File: config.mk
export PLATFORM = sky130hd
export DESIGN_NAME = mdio_frame_ctrl
export DESIGN_NICKNAME = d
export VERILOG_FILES = /design/src/rtl/mdio_pkg.sv /design/src/rtl/mdio_clk_gen.sv /design/src/rtl/mdio_regs.sv /design/src/rtl/mdio_engine.sv /design/src/rtl/mdio_frame_ctrl.sv
export SDC_FILE = /design/constraint.sdc
export NUM_CORES = 1
export LEC_CHECK = 0
export BUFFER_PORTS_ARGS = -buffer_cell sky130_fd_sc_hd__clkbuf_2
export CORE_MARGIN = 2
export CORE_UTILIZATION = 53
export CTS_CLUSTER_DIAMETER = 200
export CTS_CLUSTER_SIZE = 25
export DETAILED_ROUTE_END_ITERATION = 6
export PLACE_DENSITY = 0.78
export SLEW_MARGIN = 20
export SYNTH_ARGS = -nofsm -noshare
export SYNTH_HDL_FRONTEND = slang
export SYNTH_HIERARCHICAL = 1
export SYNTH_SLANG_ARGS = --single-unit
File: constraint.sdc
create_clock -name clk -period 2.5 [get_ports clk]
set_input_delay 0.375 -clock clk [delete_from_list [all_inputs] [get_ports clk]]
set_output_delay 0.375 -clock clk [all_outputs]
set_load 0.01 [all_outputs]
File: src/rtl/mdio_pkg.sv
package mdio_pkg;

   // register selects on the write/read ports
   typedef enum logic [1:0] {
      SEL_FRAME  = 2'd0,
      SEL_SPEED  = 2'd1,
      SEL_STATUS = 2'd2
   } reg_sel_e;

   localparam int STAT_EVT_BIT  = 0;
   localparam int STAT_BUSY_BIT = 1;

endpackage

File: src/rtl/mdio_clk_gen.sv
module mdio_clk_gen #(
   parameter int DIV_W = 6
) (
   input  logic             clk,
   input  logic             rst_n,
   input  logic             en,
   input  logic [DIV_W-1:0] div,
   output logic             mdc,
   output logic             rise,
   output logic             fall
);

   logic [DIV_W-1:0] cnt_q;
   logic             wrap;

   assign wrap = en && (cnt_q == div);
   assign rise = wrap && !mdc;
   assign fall = wrap && mdc;

   always_ff @(posedge clk or negedge rst_n) begin
      if (!rst_n) begin
         cnt_q <= '0;
         mdc   <= 1'b0;
      end else if (!en) begin
         cnt_q <= '0;
         mdc   <= 1'b0;
      end else if (wrap) begin
         cnt_q <= '0;
         mdc   <= ~mdc;
      end else begin
         cnt_q <= cnt_q + 1'b1;
      end
   end

endmodule

File: src/rtl/mdio_regs.sv
module mdio_regs
   import mdio_pkg::*;
#(
   parameter int FRAME_W = 32,
   parameter int DATA_W  = 16,
   parameter int DIV_W   = 6,
   parameter int HOLD_W  = 3
) (
   input  logic               clk,
   input  logic               rst_n,
   input  logic               reg_we,
   input  logic [1:0]         reg_addr,
   input  logic [FRAME_W-1:0] reg_wdata,
   input  logic [1:0]         reg_raddr,
   output logic [FRAME_W-1:0] reg_rdata,
   input  logic               busy,
   input  logic               done,
   input  logic               is_read,
   input  logic [DATA_W-1:0]  rd_data,
   output logic               launch,
   output logic [FRAME_W-1:0] l_frame,
   output logic [DIV_W-1:0]   l_div,
   output logic [HOLD_W-1:0]  l_hold,
   output logic               l_nopre,
   output logic               evt,
   output logic [FRAME_W-1:0] frame_o,
   output logic               ctl_nz
);

   localparam int SPD_W = DIV_W + HOLD_W + 2;
   localparam int CTL_W = DIV_W + 2;

   logic [FRAME_W-1:0] frame_q;
   logic [SPD_W-1:0]   speed_q;
   logic [SPD_W-1:0]   cfg_src;
   logic               wr_frame, wr_speed, wr_stat;
   logic               go_frame, go_speed;

   assign wr_frame = reg_we && (reg_addr == SEL_FRAME);
   assign wr_speed = reg_we && (reg_addr == SEL_SPEED);
   assign wr_stat  = reg_we && (reg_addr == SEL_STATUS);

   assign ctl_nz   = |speed_q[CTL_W-1:0];

   assign go_frame = wr_frame && !busy && ctl_nz;
   assign go_speed = wr_speed && !busy && (|frame_q) && !ctl_nz
                     && (|reg_wdata[CTL_W-1:0]);
   assign launch   = go_frame || go_speed;

   assign l_frame  = go_frame ? reg_wdata : frame_q;
   assign cfg_src  = wr_speed ? reg_wdata[SPD_W-1:0] : speed_q;
   assign l_div    = cfg_src[DIV_W:1];
   assign l_nopre  = cfg_src[DIV_W+1];
   assign l_hold   = cfg_src[SPD_W-1:DIV_W+2];

   assign frame_o  = frame_q;

   always_ff @(posedge clk or negedge rst_n) begin
      if (!rst_n) begin
         frame_q <= '0;
         speed_q <= '0;
         evt     <= 1'b0;
      end else begin
         if (wr_frame && !busy)
            frame_q <= reg_wdata;
         else if (done && is_read)
            frame_q[DATA_W-1:0] <= rd_data;

         if (wr_speed)
            speed_q <= reg_wdata[SPD_W-1:0];

         if (done)
            evt <= 1'b1;
         else if (wr_stat && reg_wdata[STAT_EVT_BIT])
            evt <= 1'b0;
      end
   end

   always_comb begin
      reg_rdata = '0;
      case (reg_raddr)
         SEL_FRAME:  reg_rdata = frame_q;
         SEL_SPEED:  reg_rdata = {{(FRAME_W-SPD_W){1'b0}}, speed_q};
         SEL_STATUS: begin
            reg_rdata[STAT_EVT_BIT]  = evt;
            reg_rdata[STAT_BUSY_BIT] = busy;
         end
         default:    reg_rdata = '0;
      endcase
   end

endmodule

File: src/rtl/mdio_engine.sv
module mdio_engine #(
   parameter int FRAME_W = 32,
   parameter int DATA_W  = 16,
   parameter int TA_W    = 2,
   parameter int PRE_LEN = 32,
   parameter int DIV_W   = 6,
   parameter int HOLD_W  = 3,
   parameter int IN_SYNC = 2
) (
   input  logic               clk,
   input  logic               rst_n,
   input  logic               launch,
   input  logic [FRAME_W-1:0] l_frame,
   input  logic [DIV_W-1:0]   l_div,
   input  logic [HOLD_W-1:0]  l_hold,
   input  logic               l_nopre,
   input  logic               rise,
   input  logic               fall,
   input  logic               mdio_in,
   output logic               busy,
   output logic               done,
   output logic               is_read,
   output logic [DATA_W-1:0]  rd_data,
   output logic [DIV_W-1:0]   div_o,
   output logic               clk_en,
   output logic               mdio_out,
   output logic               mdio_oe
);

   localparam int TOT    = PRE_LEN + FRAME_W;
   localparam int IDX_W  = $clog2(TOT);
   localparam int FIDX_W = $clog2(FRAME_W);
   localparam int OP_BIT = FRAME_W - 3;
   localparam logic [IDX_W-1:0] IDX_LONG  = IDX_W'(TOT - 1);
   localparam logic [IDX_W-1:0] IDX_SHORT = IDX_W'(FRAME_W - 1);
   localparam logic [IDX_W-1:0] IDX_REL   = IDX_W'(DATA_W + TA_W);
   localparam logic [IDX_W-1:0] IDX_DATA  = IDX_W'(DATA_W);
   localparam logic [IDX_W-1:0] IDX_FRM   = IDX_W'(FRAME_W);

   logic               busy_q;
   logic [IDX_W-1:0]   idx_q;
   logic [FRAME_W-1:0] frame_q;
   logic [DIV_W-1:0]   div_q;
   logic [HOLD_W-1:0]  hold_q;
   logic [DATA_W-1:0]  rdsh_q;
   logic               pend_q, pend_o_q, pend_oe_q;
   logic [HOLD_W-1:0]  hcnt_q;
   logic               out_q, oe_q;
   logic               din;
   logic [IDX_W-1:0]   start_idx;
   logic               sched, s_o, s_oe;
   logic [HOLD_W-1:0]  s_hold;

   // input synchronizer, depth picked by parameter
   generate
      if (IN_SYNC == 0) begin : g_nosync
         assign din = mdio_in;
      end else begin : g_sync
         logic [IN_SYNC-1:0] sff_q;
         always_ff @(posedge clk or negedge rst_n) begin
            if (!rst_n) begin
               sff_q <= '1;
            end else begin
               sff_q[0] <= mdio_in;
               for (int i = 1; i < IN_SYNC; i++)
                  sff_q[i] <= sff_q[i-1];
            end
         end
         assign din = sff_q[IN_SYNC-1];
      end
   endgenerate

   function automatic logic bit_of(input logic [FRAME_W-1:0] f,
                                   input logic [IDX_W-1:0]   i);
      if (i >= IDX_FRM) return 1'b1;
      return f[i[FIDX_W-1:0]];
   endfunction

   function automatic logic oe_of(input logic [FRAME_W-1:0] f,
                                  input logic [IDX_W-1:0]   i);
      return !(f[OP_BIT] && (i < IDX_REL));
   endfunction

   assign start_idx = l_nopre ? IDX_SHORT : IDX_LONG;
   assign done      = busy_q && fall && (idx_q == '0);
   assign busy      = busy_q;
   assign is_read   = frame_q[OP_BIT];
   assign rd_data   = rdsh_q;
   assign div_o     = div_q;
   assign clk_en    = busy_q && (div_q != '0);
   assign mdio_out  = out_q;
   assign mdio_oe   = oe_q;

   // next bit to present after the hold window
   always_comb begin
      sched  = 1'b0;
      s_o    = 1'b1;
      s_oe   = 1'b0;
      s_hold = hold_q;
      if (launch) begin
         sched  = 1'b1;
         s_o    = bit_of(l_frame, start_idx);
         s_oe   = oe_of(l_frame, start_idx);
         s_hold = l_hold;
      end else if (busy_q && fall) begin
         sched = 1'b1;
         if (idx_q != '0) begin
            s_o  = bit_of(frame_q, idx_q - 1'b1);
            s_oe = oe_of(frame_q, idx_q - 1'b1);
         end
      end
   end

   always_ff @(posedge clk or negedge rst_n) begin
      if (!rst_n) begin
         busy_q  <= 1'b0;
         idx_q   <= '0;
         frame_q <= '0;
         div_q   <= '0;
         hold_q  <= '0;
         rdsh_q  <= '0;
      end else begin
         if (launch) begin
            busy_q  <= 1'b1;
            idx_q   <= start_idx;
            frame_q <= l_frame;
            div_q   <= l_div;
            hold_q  <= l_hold;
            rdsh_q  <= '0;
         end else if (busy_q && fall) begin
            if (idx_q == '0)
               busy_q <= 1'b0;
            else
               idx_q <= idx_q - 1'b1;
         end
         if (busy_q && rise && frame_q[OP_BIT] && (idx_q < IDX_DATA))
            rdsh_q <= {rdsh_q[DATA_W-2:0], din};
      end
   end

   // hold window: apply the scheduled value hold+1 cycles after the event
   always_ff @(posedge clk or negedge rst_n) begin
      if (!rst_n) begin
         pend_q    <= 1'b0;
         pend_o_q  <= 1'b1;
         pend_oe_q <= 1'b0;
         hcnt_q    <= '0;
         out_q     <= 1'b1;
         oe_q      <= 1'b0;
      end else if (sched) begin
         pend_q    <= 1'b1;
         pend_o_q  <= s_o;
         pend_oe_q <= s_oe;
         hcnt_q    <= s_hold;
      end else if (pend_q) begin
         if (hcnt_q == '0) begin
            pend_q <= 1'b0;
            out_q  <= pend_o_q;
            oe_q   <= pend_oe_q;
         end else begin
            hcnt_q <= hcnt_q - 1'b1;
         end
      end
   end

endmodule

File: src/rtl/mdio_frame_ctrl.sv
module mdio_frame_ctrl #(
   parameter int FRAME_W = 32,
   parameter int DATA_W  = 16,
   parameter int TA_W    = 2,
   parameter int PRE_LEN = 32,
   parameter int DIV_W   = 6,
   parameter int HOLD_W  = 3,
   parameter int IN_SYNC = 2
) (
   input  logic               clk,
   input  logic               rst_n,
   input  logic               reg_we,
   input  logic [1:0]         reg_addr,
   input  logic [FRAME_W-1:0] reg_wdata,
   input  logic [1:0]         reg_raddr,
   output logic [FRAME_W-1:0] reg_rdata,
   input  logic               mdio_in,
   output logic               mdc,
   output logic               mdio_out,
   output logic               mdio_oe,
   output logic               mgmt_evt
);

   localparam int SPD_W = DIV_W + HOLD_W + 2;

   generate
      if (SPD_W > FRAME_W) begin : g_bad_spd
         $error("timing word does not fit the register width");
      end
      if (FRAME_W < DATA_W + TA_W + 4) begin : g_bad_frm
         $error("frame too short for its fields");
      end
      if (DATA_W < 2 || HOLD_W < 1 || DIV_W < 1 || PRE_LEN < 1) begin : g_bad_w
         $error("field width parameter out of range");
      end
      if (IN_SYNC < 0) begin : g_bad_sync
         $error("synchronizer depth negative");
      end
   endgenerate

   logic               launch, l_nopre;
   logic [FRAME_W-1:0] l_frame, frame_cur;
   logic [DIV_W-1:0]   l_div, eng_div;
   logic [HOLD_W-1:0]  l_hold;
   logic               eng_busy, eng_done, eng_read, clk_en;
   logic [DATA_W-1:0]  eng_rd;
   logic               mdc_rise, mdc_fall, spd_lo_nz;

   mdio_regs #(
      .FRAME_W(FRAME_W), .DATA_W(DATA_W), .DIV_W(DIV_W), .HOLD_W(HOLD_W)
   ) u_regs (
      .clk(clk), .rst_n(rst_n),
      .reg_we(reg_we), .reg_addr(reg_addr), .reg_wdata(reg_wdata),
      .reg_raddr(reg_raddr), .reg_rdata(reg_rdata),
      .busy(eng_busy), .done(eng_done), .is_read(eng_read), .rd_data(eng_rd),
      .launch(launch), .l_frame(l_frame), .l_div(l_div), .l_hold(l_hold),
      .l_nopre(l_nopre), .evt(mgmt_evt), .frame_o(frame_cur), .ctl_nz(spd_lo_nz)
   );

   mdio_engine #(
      .FRAME_W(FRAME_W), .DATA_W(DATA_W), .TA_W(TA_W), .PRE_LEN(PRE_LEN),
      .DIV_W(DIV_W), .HOLD_W(HOLD_W), .IN_SYNC(IN_SYNC)
   ) u_eng (
      .clk(clk), .rst_n(rst_n),
      .launch(launch), .l_frame(l_frame), .l_div(l_div), .l_hold(l_hold),
      .l_nopre(l_nopre), .rise(mdc_rise), .fall(mdc_fall), .mdio_in(mdio_in),
      .busy(eng_busy), .done(eng_done), .is_read(eng_read), .rd_data(eng_rd),
      .div_o(eng_div), .clk_en(clk_en), .mdio_out(mdio_out), .mdio_oe(mdio_oe)
   );

   mdio_clk_gen #(.DIV_W(DIV_W)) u_clk (
      .clk(clk), .rst_n(rst_n), .en(clk_en), .div(eng_div),
      .mdc(mdc), .rise(mdc_rise), .fall(mdc_fall)
   );

endmodule

==> results of run 1 <==
==> layer usage <==
metal / routed length (um) / part of all wire (%) / global-route usage (%)
met1: 6660 / 43 / 32.72
met2: 7599 / 49 / 40.62
met3: 1055 / 6.8 / 6.904
met4: 243 / 1.6 / 8.514
met5: 0 / 0 / 0
==> cell families after synthesis <==
group / Yosys count / synth area share [%]
AND/OR/NAND/NOR: 183 / 15.05
multiplexers: 141 / 25.80
flip-flops: 125 / 47.46
AO/OA/AOI/OAI: 51 / 4.701
buffers and inverters: 39 / 3.620
XOR/XNOR: 18 / 2.616
adder cells (fa/ha/maj): 4 / 0.7582
==> worst min path at each step <==
stage / slack, ns / from / endpoint
after floorplan: 0.08 / rst_n / u_clk/cnt_q[0]
after global placement: 0.35 / u_eng/g_sync.sff_q[0] / u_eng/g_sync.sff_q[1]
after detailed placement: 0.35 / u_eng/g_sync.sff_q[0] / u_eng/g_sync.sff_q[1]
after CTS: 0.03 / mdio_in / u_eng/g_sync.sff_q[0]
after global routing: 0.03 / mdio_in / u_eng/g_sync.sff_q[0]
final: 0.04 / mdio_in / u_eng/g_sync.sff_q[0]
==> cell usage in the layout, fill, tap and decap left out, types with 4 or more instances in the layout <==
cell	instances
nand2_1	68
mux2i_1	31
nand3b_1	17
o21ai_0	25
clkbuf_16	17
nand4_1	4
mux2_4	29
and2_1	21
nor4_1	9
xnor2_1	13
mux4_2	4
nor4_2	5
inv_1	8
a21oi_1	6
clkbuf_1	5
ha_1	4
clkinv_2	4
mux2_2	75
buf_4	17
nor2_1	30
dfstp_2	4
clkbuf_2	74
dfrtp_1	120
==> flip-flops by register name (all words and copies together), names as in the netlist <==
register            flops
u_eng/pend_oe_q         1
u_eng/g_sync.sff_q      2
u_eng/hcnt_q            3
u_clk/mdc               1
u_eng/mdio_oe           1
u_eng/div_o             6
u_eng/busy              1
u_eng/rd_data          16
u_eng/frame_q          32
u_eng/mdio_out          1
u_regs/evt              1
u_eng/pend_o_q          1
u_eng/pend_q            1
u_eng/idx_q             6
u_regs/frame_o         32
u_clk/cnt_q             6
u_regs/speed_q         11
u_eng/hold_q            3
==> worst max-delay path: stages (launching register included) <==
cell	delay [ns]
dfrtp_1	0.45
nor4_1	0.44
nand4_1	0.16
nor2_2	0.19
o21bai_4	0.10
buf_4	0.19
or3b_1	0.38
nor4_1	0.26
a21oi_1	0.12
==> report_power, final <==
| part | switching (mW) | total (mW) | internal (mW) |
|---|---|---|---|
| clock | 0.829 | 2.47 | 1.64 |
| sequential | 0.0893 | 2.22 | 2.13 |
| combinational | 0.294 | 0.539 | 0.244 |
==> layout make-up <==
type | instances | share of cell area [%]
multi-input combinational | 397 | 42.00
sequential | 125 | 40.02
timing repair buffer | 95 | 7.254
clock buffer | 25 | 6.199
tap | 168 | 2.684
clock inverter | 7 | 1.406
inverter | 9 | 0.4314
==> cells in the mapped netlist (3+ instances only) <==
master / n
xnor2_1: 13
xor2_1: 3
o21bai_1: 3
mux2i_1: 31
mux2_4: 29
buf_2: 11
nor2_1: 32
and2_1: 22
or3b_1: 3
nor4_1: 13
nand4_1: 4
dfrtp_1: 121
buf_1: 3
inv_1: 8
dfstp_2: 4
o21ai_0: 25
buf_12: 3
mux4_2: 4
nand3b_1: 17
mux2_2: 75
nand3_1: 3
a21oi_1: 6
nand2_1: 68
ha_1: 4
nor3_1: 3
buf_4: 4
clkbuf_1: 7
==> stage by stage <==
step	setup TNS, ns	hold slack [ns]	setup slack, ns	cells
floorplan	0	0.07941	0.06437	561
global placement	0	0.3464	0.005130	793
detailed placement	-0.04445	0.3469	-0.04445	793
CTS	0	0.02513	0.03102	826
global route	0	0.02851	0.005610	826
finish	0	0.04457	0.1080	826
==> timing repair <==
item,CTS,global route
setup endpoints to repair,1,17
hold buffers,1,0
resized for setup,2,8
endpoints found under the hold margin,39,0
==> impl_results.md, run 1 <==
* Layout cell share with drive strength beyond 1 at 39.21%
* Worst setup endpoint: u_eng/pend_o_q
* Ranking of synthesized cells by area: dfrtp_1 (46%), mux2_2 (13%), mux2_4 (6.6%), mux2i_1 (4.7%), nand2_1 (3.9%)
* Core area at 12,060 um2
* Syn Std Cell Area at 6601 um2
* Ant diodes at 0
* Crit path time final at 2.392 ns
* Antenna violations before repair at 0
* DRT Pass-1 Iters at 5
* Relative slew slack at 60.71%
* Reg-to-reg slack, setup at 0.11 ns
* Detail Route Antenna Nets at 0
* First-pass GRT wire length at 25,430 um
* YS warnings at 6
* I/O pin total at 76
* Placement Rows at 40
* Peak supply drop at 0.0004378 V
* CTS clock-pin slew for the worst setup and hold paths at 0.05 ns
* Clk root buf: clkbuf_16
* Hold Crit Class: in2reg
* Die W at 115.6 um
* Vias in the first global route at 4,912
* Layout area overhead at 18.63%
* CTS buffer count at 17
* I/O Buffers at 75
* Remaining global-route overflow at 0
* Synth unique cells at 58
* H-tree depth at 4
* Gpl congestion at 0.8495
* Setup Skew at 0.006239 ns
* Worst flop-to-flop path startpoint: u_regs/frame_o[27]
* Hold depth at 1
* Area of the multi-input gates at 3289 um2
* RSZ-0062 raised after global routing: no
* Fillers at 901
* Final core occ at 64.93%
* Final Instance Area at 7831 um2
* Area share of the largest cell type after synthesis at 45.87%
* Starting Density at 54.73%
* Critical path arrival at 2.72 ns
* Skew-Pair Late Insertion Delay at 0.41 ns
* CTS Sinks at 125
* Mapped Nets at 605
* Status: finished clean
* Register area at 3134 um2
* Max frequency at 418.1 MHz
* Sequential element share of the synthesized area at 47.46%
* Post-place instance area at 7177 um2
* Wire per inst at 18.84 um
* Least-Margin Pin Slew at 0.5894 ns
* Number of remaining DRC errors at 0
* Top FF cell, synth: dfrtp_1
* Post-synth EDFFs at 0
* Crit Path Class: reg2reg
* Nets at 689
* Vias per cell at 5.676
* Postcts setup bufs at 0
* Setup violators final at 0
* Crit Reg-Reg Endpoint: u_eng/pend_o_q
* Dpl hpwl at 11,000 um
* CP Launch Type: flop
* CTS tree: built
* Gate Count Post-Synth at 561
* Seq cells post-synth at 125
* FFs w/ async S/R, synth at 100.0%
* Fin. Hold Viols at 0
* Worst r2r path cells at 8
* Avg Cell Area, Syn at 11.77 um2
* Slew Viols, Final at 0
* CP startpoint: u_regs/frame_o[27]
* Overall Global Routing Usage at 25.05%
* Final wirelength at 15,560 um
* CP required at 2.83 ns
* Power Total at 5.229 mW
* Cell taking the most area after synthesis: dfrtp_1
* Clock buffer depth at 2
* Die Ht at 115.6 um
* Max-Cap Viols at 0
* CP Capture Type: flop
* Initial drt markers at 365
* Pin count of the biggest net entering global routing at 49
* Final worst path period share at 95.68%
* Via Count at 4,688
* Die ar. at 13,360 um2
* P_leak at 3.674 nW
* Power Density at 667.6 nW/um2
* CP max FO at 14
No activity file was read; power rests on OpenSTA's default activity.
==> inputs of run 2 (changes only) <==
--- a/config.mk
+++ b/config.mk
@@ -7,11 +7,12 @@
 export LEC_CHECK = 0
 export BUFFER_PORTS_ARGS = -buffer_cell sky130_fd_sc_hd__clkbuf_2
 export CORE_MARGIN = 2
-export CORE_UTILIZATION = 53
+export CORE_UTILIZATION = 55
+export CTS_BUF_LIST = sky130_fd_sc_hd__clkbuf_4
 export CTS_CLUSTER_DIAMETER = 200
 export CTS_CLUSTER_SIZE = 25
 export DETAILED_ROUTE_END_ITERATION = 6
-export PLACE_DENSITY = 0.78
+export PLACE_DENSITY = 0.81
 export SLEW_MARGIN = 20
 export SYNTH_ARGS = -nofsm -noshare
 export SYNTH_HDL_FRONTEND = slang
==> impl_results.md, run 2 (synthesis gave the netlist of run 1 again) <==
* Placement Rows at 40
* CTS buffer count at 17
* Max frequency at 409.5 MHz
* Relative slew slack at 60.36%
* Hold Crit Class: in2reg
* Slew Viols, Final at 0
* Critical path arrival at 2.90 ns
* Starting Density at 55.65%
* CTS Sinks at 125
* Reg-to-reg slack, setup at 0.06 ns
* Antenna violations before repair at 1
* RSZ-0062 raised after global routing: no
* Overall Global Routing Usage at 24.34%
* Die ar. at 12,890 um2
* Die W at 113.6 um
* CP Capture Type: flop
* Met2 Track Usage GR at 38.40%
* Layout cell share with drive strength beyond 1 at 38.72%
* CP startpoint: u_regs/frame_o[9]
* I/O pin total at 76
* Final wirelength at 14,860 um
* Setup TNS at 0 ns
* Number of remaining DRC errors at 0
* I/O Buffers at 75
* CTS tree: built
* Most frequent cells in the layout: dfrtp_1 (120), mux2_2 (75), clkbuf_2 (74), nand2_1 (68)
* Clock buffer depth at 2
* Pin count of the biggest net entering global routing at 59
* Max-Cap Viols at 0
* Power Total at 3.948 mW
* CP Launch Type: flop
* Detail Route Antenna Nets at 0
* Power Density at 534.3 nW/um2
* Least-Margin Pin Slew at 0.5947 ns
* Clk root buf: clkbuf_4
* Layout area overhead at 11.94%
* Worst flop-to-flop path startpoint: u_regs/frame_o[9]
* Vias in the first global route at 4,818
* Final worst path period share at 97.69%
* Met1 usage at 32.57%
* Worst setup endpoint: u_eng/pend_o_q
* Crit Reg-Reg Endpoint: u_eng/pend_o_q
* Skew-Pair Late Insertion Delay at 0.53 ns
* Dpl hpwl at 10,540 um
* Setup Skew at 0.01429 ns
* Postcts setup bufs at 0
* Peak supply drop at 0.0002817 V
* DRT Pass-1 Iters at 4
* CP max FO at 15
* Remaining global-route overflow at 0
* CP required at 2.95 ns
* Status: finished clean
* Initial drt markers at 274
* Via Count at 4,630
* CTS clock-pin slew for the worst setup and hold paths at 0.10 ns
* Global Route met3 Usage at 5.632%
* Core area at 11,860 um2
* P_leak at 3.504 nW
* H-tree depth at 4
* GRT busiest layer: met2
* Worst r2r path cells at 8
* Vias per cell at 5.759
* Crit Path Class: reg2reg
* First-pass GRT wire length at 24,160 um
* Fin. Hold Viols at 0
* Nets at 688
* Die Ht at 113.6 um
* Crit path time final at 2.442 ns
* Wire per inst at 18.48 um
* Setup violators final at 0
* Gpl congestion at 0.9075
* Commonest non-fill, non-tap cell in the layout: dfrtp_1
-- run 2: worst min path at each step --
| stage | slack [ns] | startpoint | end | depth (start not counted) |
|---|---|---|---|---|
| after floorplan | 0.08 | rst_n | u_clk/cnt_q[0] | 0 |
| after global placement | 0.35 | u_eng/g_sync.sff_q[0] | u_eng/g_sync.sff_q[1] | 0 |
| after detailed placement | 0.35 | u_eng/g_sync.sff_q[0] | u_eng/g_sync.sff_q[1] | 0 |
| after CTS | 0.03 | reg_wdata[12] | u_regs/frame_o[12] | 3 |
| after global routing | 0.04 | reg_wdata[30] | u_regs/frame_o[30] | 2 |
| final | 0.08 | reg_wdata[12] | u_regs/frame_o[12] | 3 |
-- run 2: metal layers --
metal	wire (um)	part of all wire (%)
met5	0	0
met4	314	2.1
met3	803	5.4
met2	7190	48
met1	6552	44
-- run 2: power breakdown --
group / total (mW) / internal (mW) / switching (mW)
logic: 0.524 / 0.239 / 0.285
registers: 2.21 / 2.13 / 0.0852
clock network: 1.21 / 0.514 / 0.698
-- run 2: cell type report --
type                            count  area (um2)
Clock inverter                     10       75.07
Multi-Input combinational cell    397        3252
Fill cell                         926        4472
Clock buffer                       21       157.7
Antenna cell                        1       2.502
Sequential cell                   125        3134
Timing Repair Buffer               94       550.5
Inverter                            9       33.78
Tap cell                          147       183.9
-- run 2: repair_timing --
action                     CTS  global route
resized for setup            0             4
hold buffers                 2             0
hold endpoints to repair    43             0
setup endpoints to repair    0            16
-- run 2: critical path, stage by stage (launching register included) --
cell	delay, ns
dfrtp_1	0.44
nor4_1	0.53
nand4_1	0.15
nor2_1	0.27
o21bai_4	0.11
buf_4	0.20
or3b_1	0.37
nor4_1	0.18
a21oi_1	0.12
-- run 2: metrics by stage --
step / hold slack [ns] / instance area [um2] / std cells / utilization [%] / worst slack, ns
4_1_cts: 0.03077 / 7376 / 803 / 62.18 / 0.06942
3_3_place_gp: 0.3465 / 7123 / 770 / 60.05 / 0.07306
2_1_floorplan: 0.07941 / 6603 / 561 / - / 0.06437
5_1_grt: 0.04430 / 7390 / 804 / 62.30 / 0.02079
3_5_place_dp: 0.3472 / 7123 / 770 / 60.05 / 0.09173
6_report: 0.08291 / 7390 / 804 / 62.30 / 0.05777
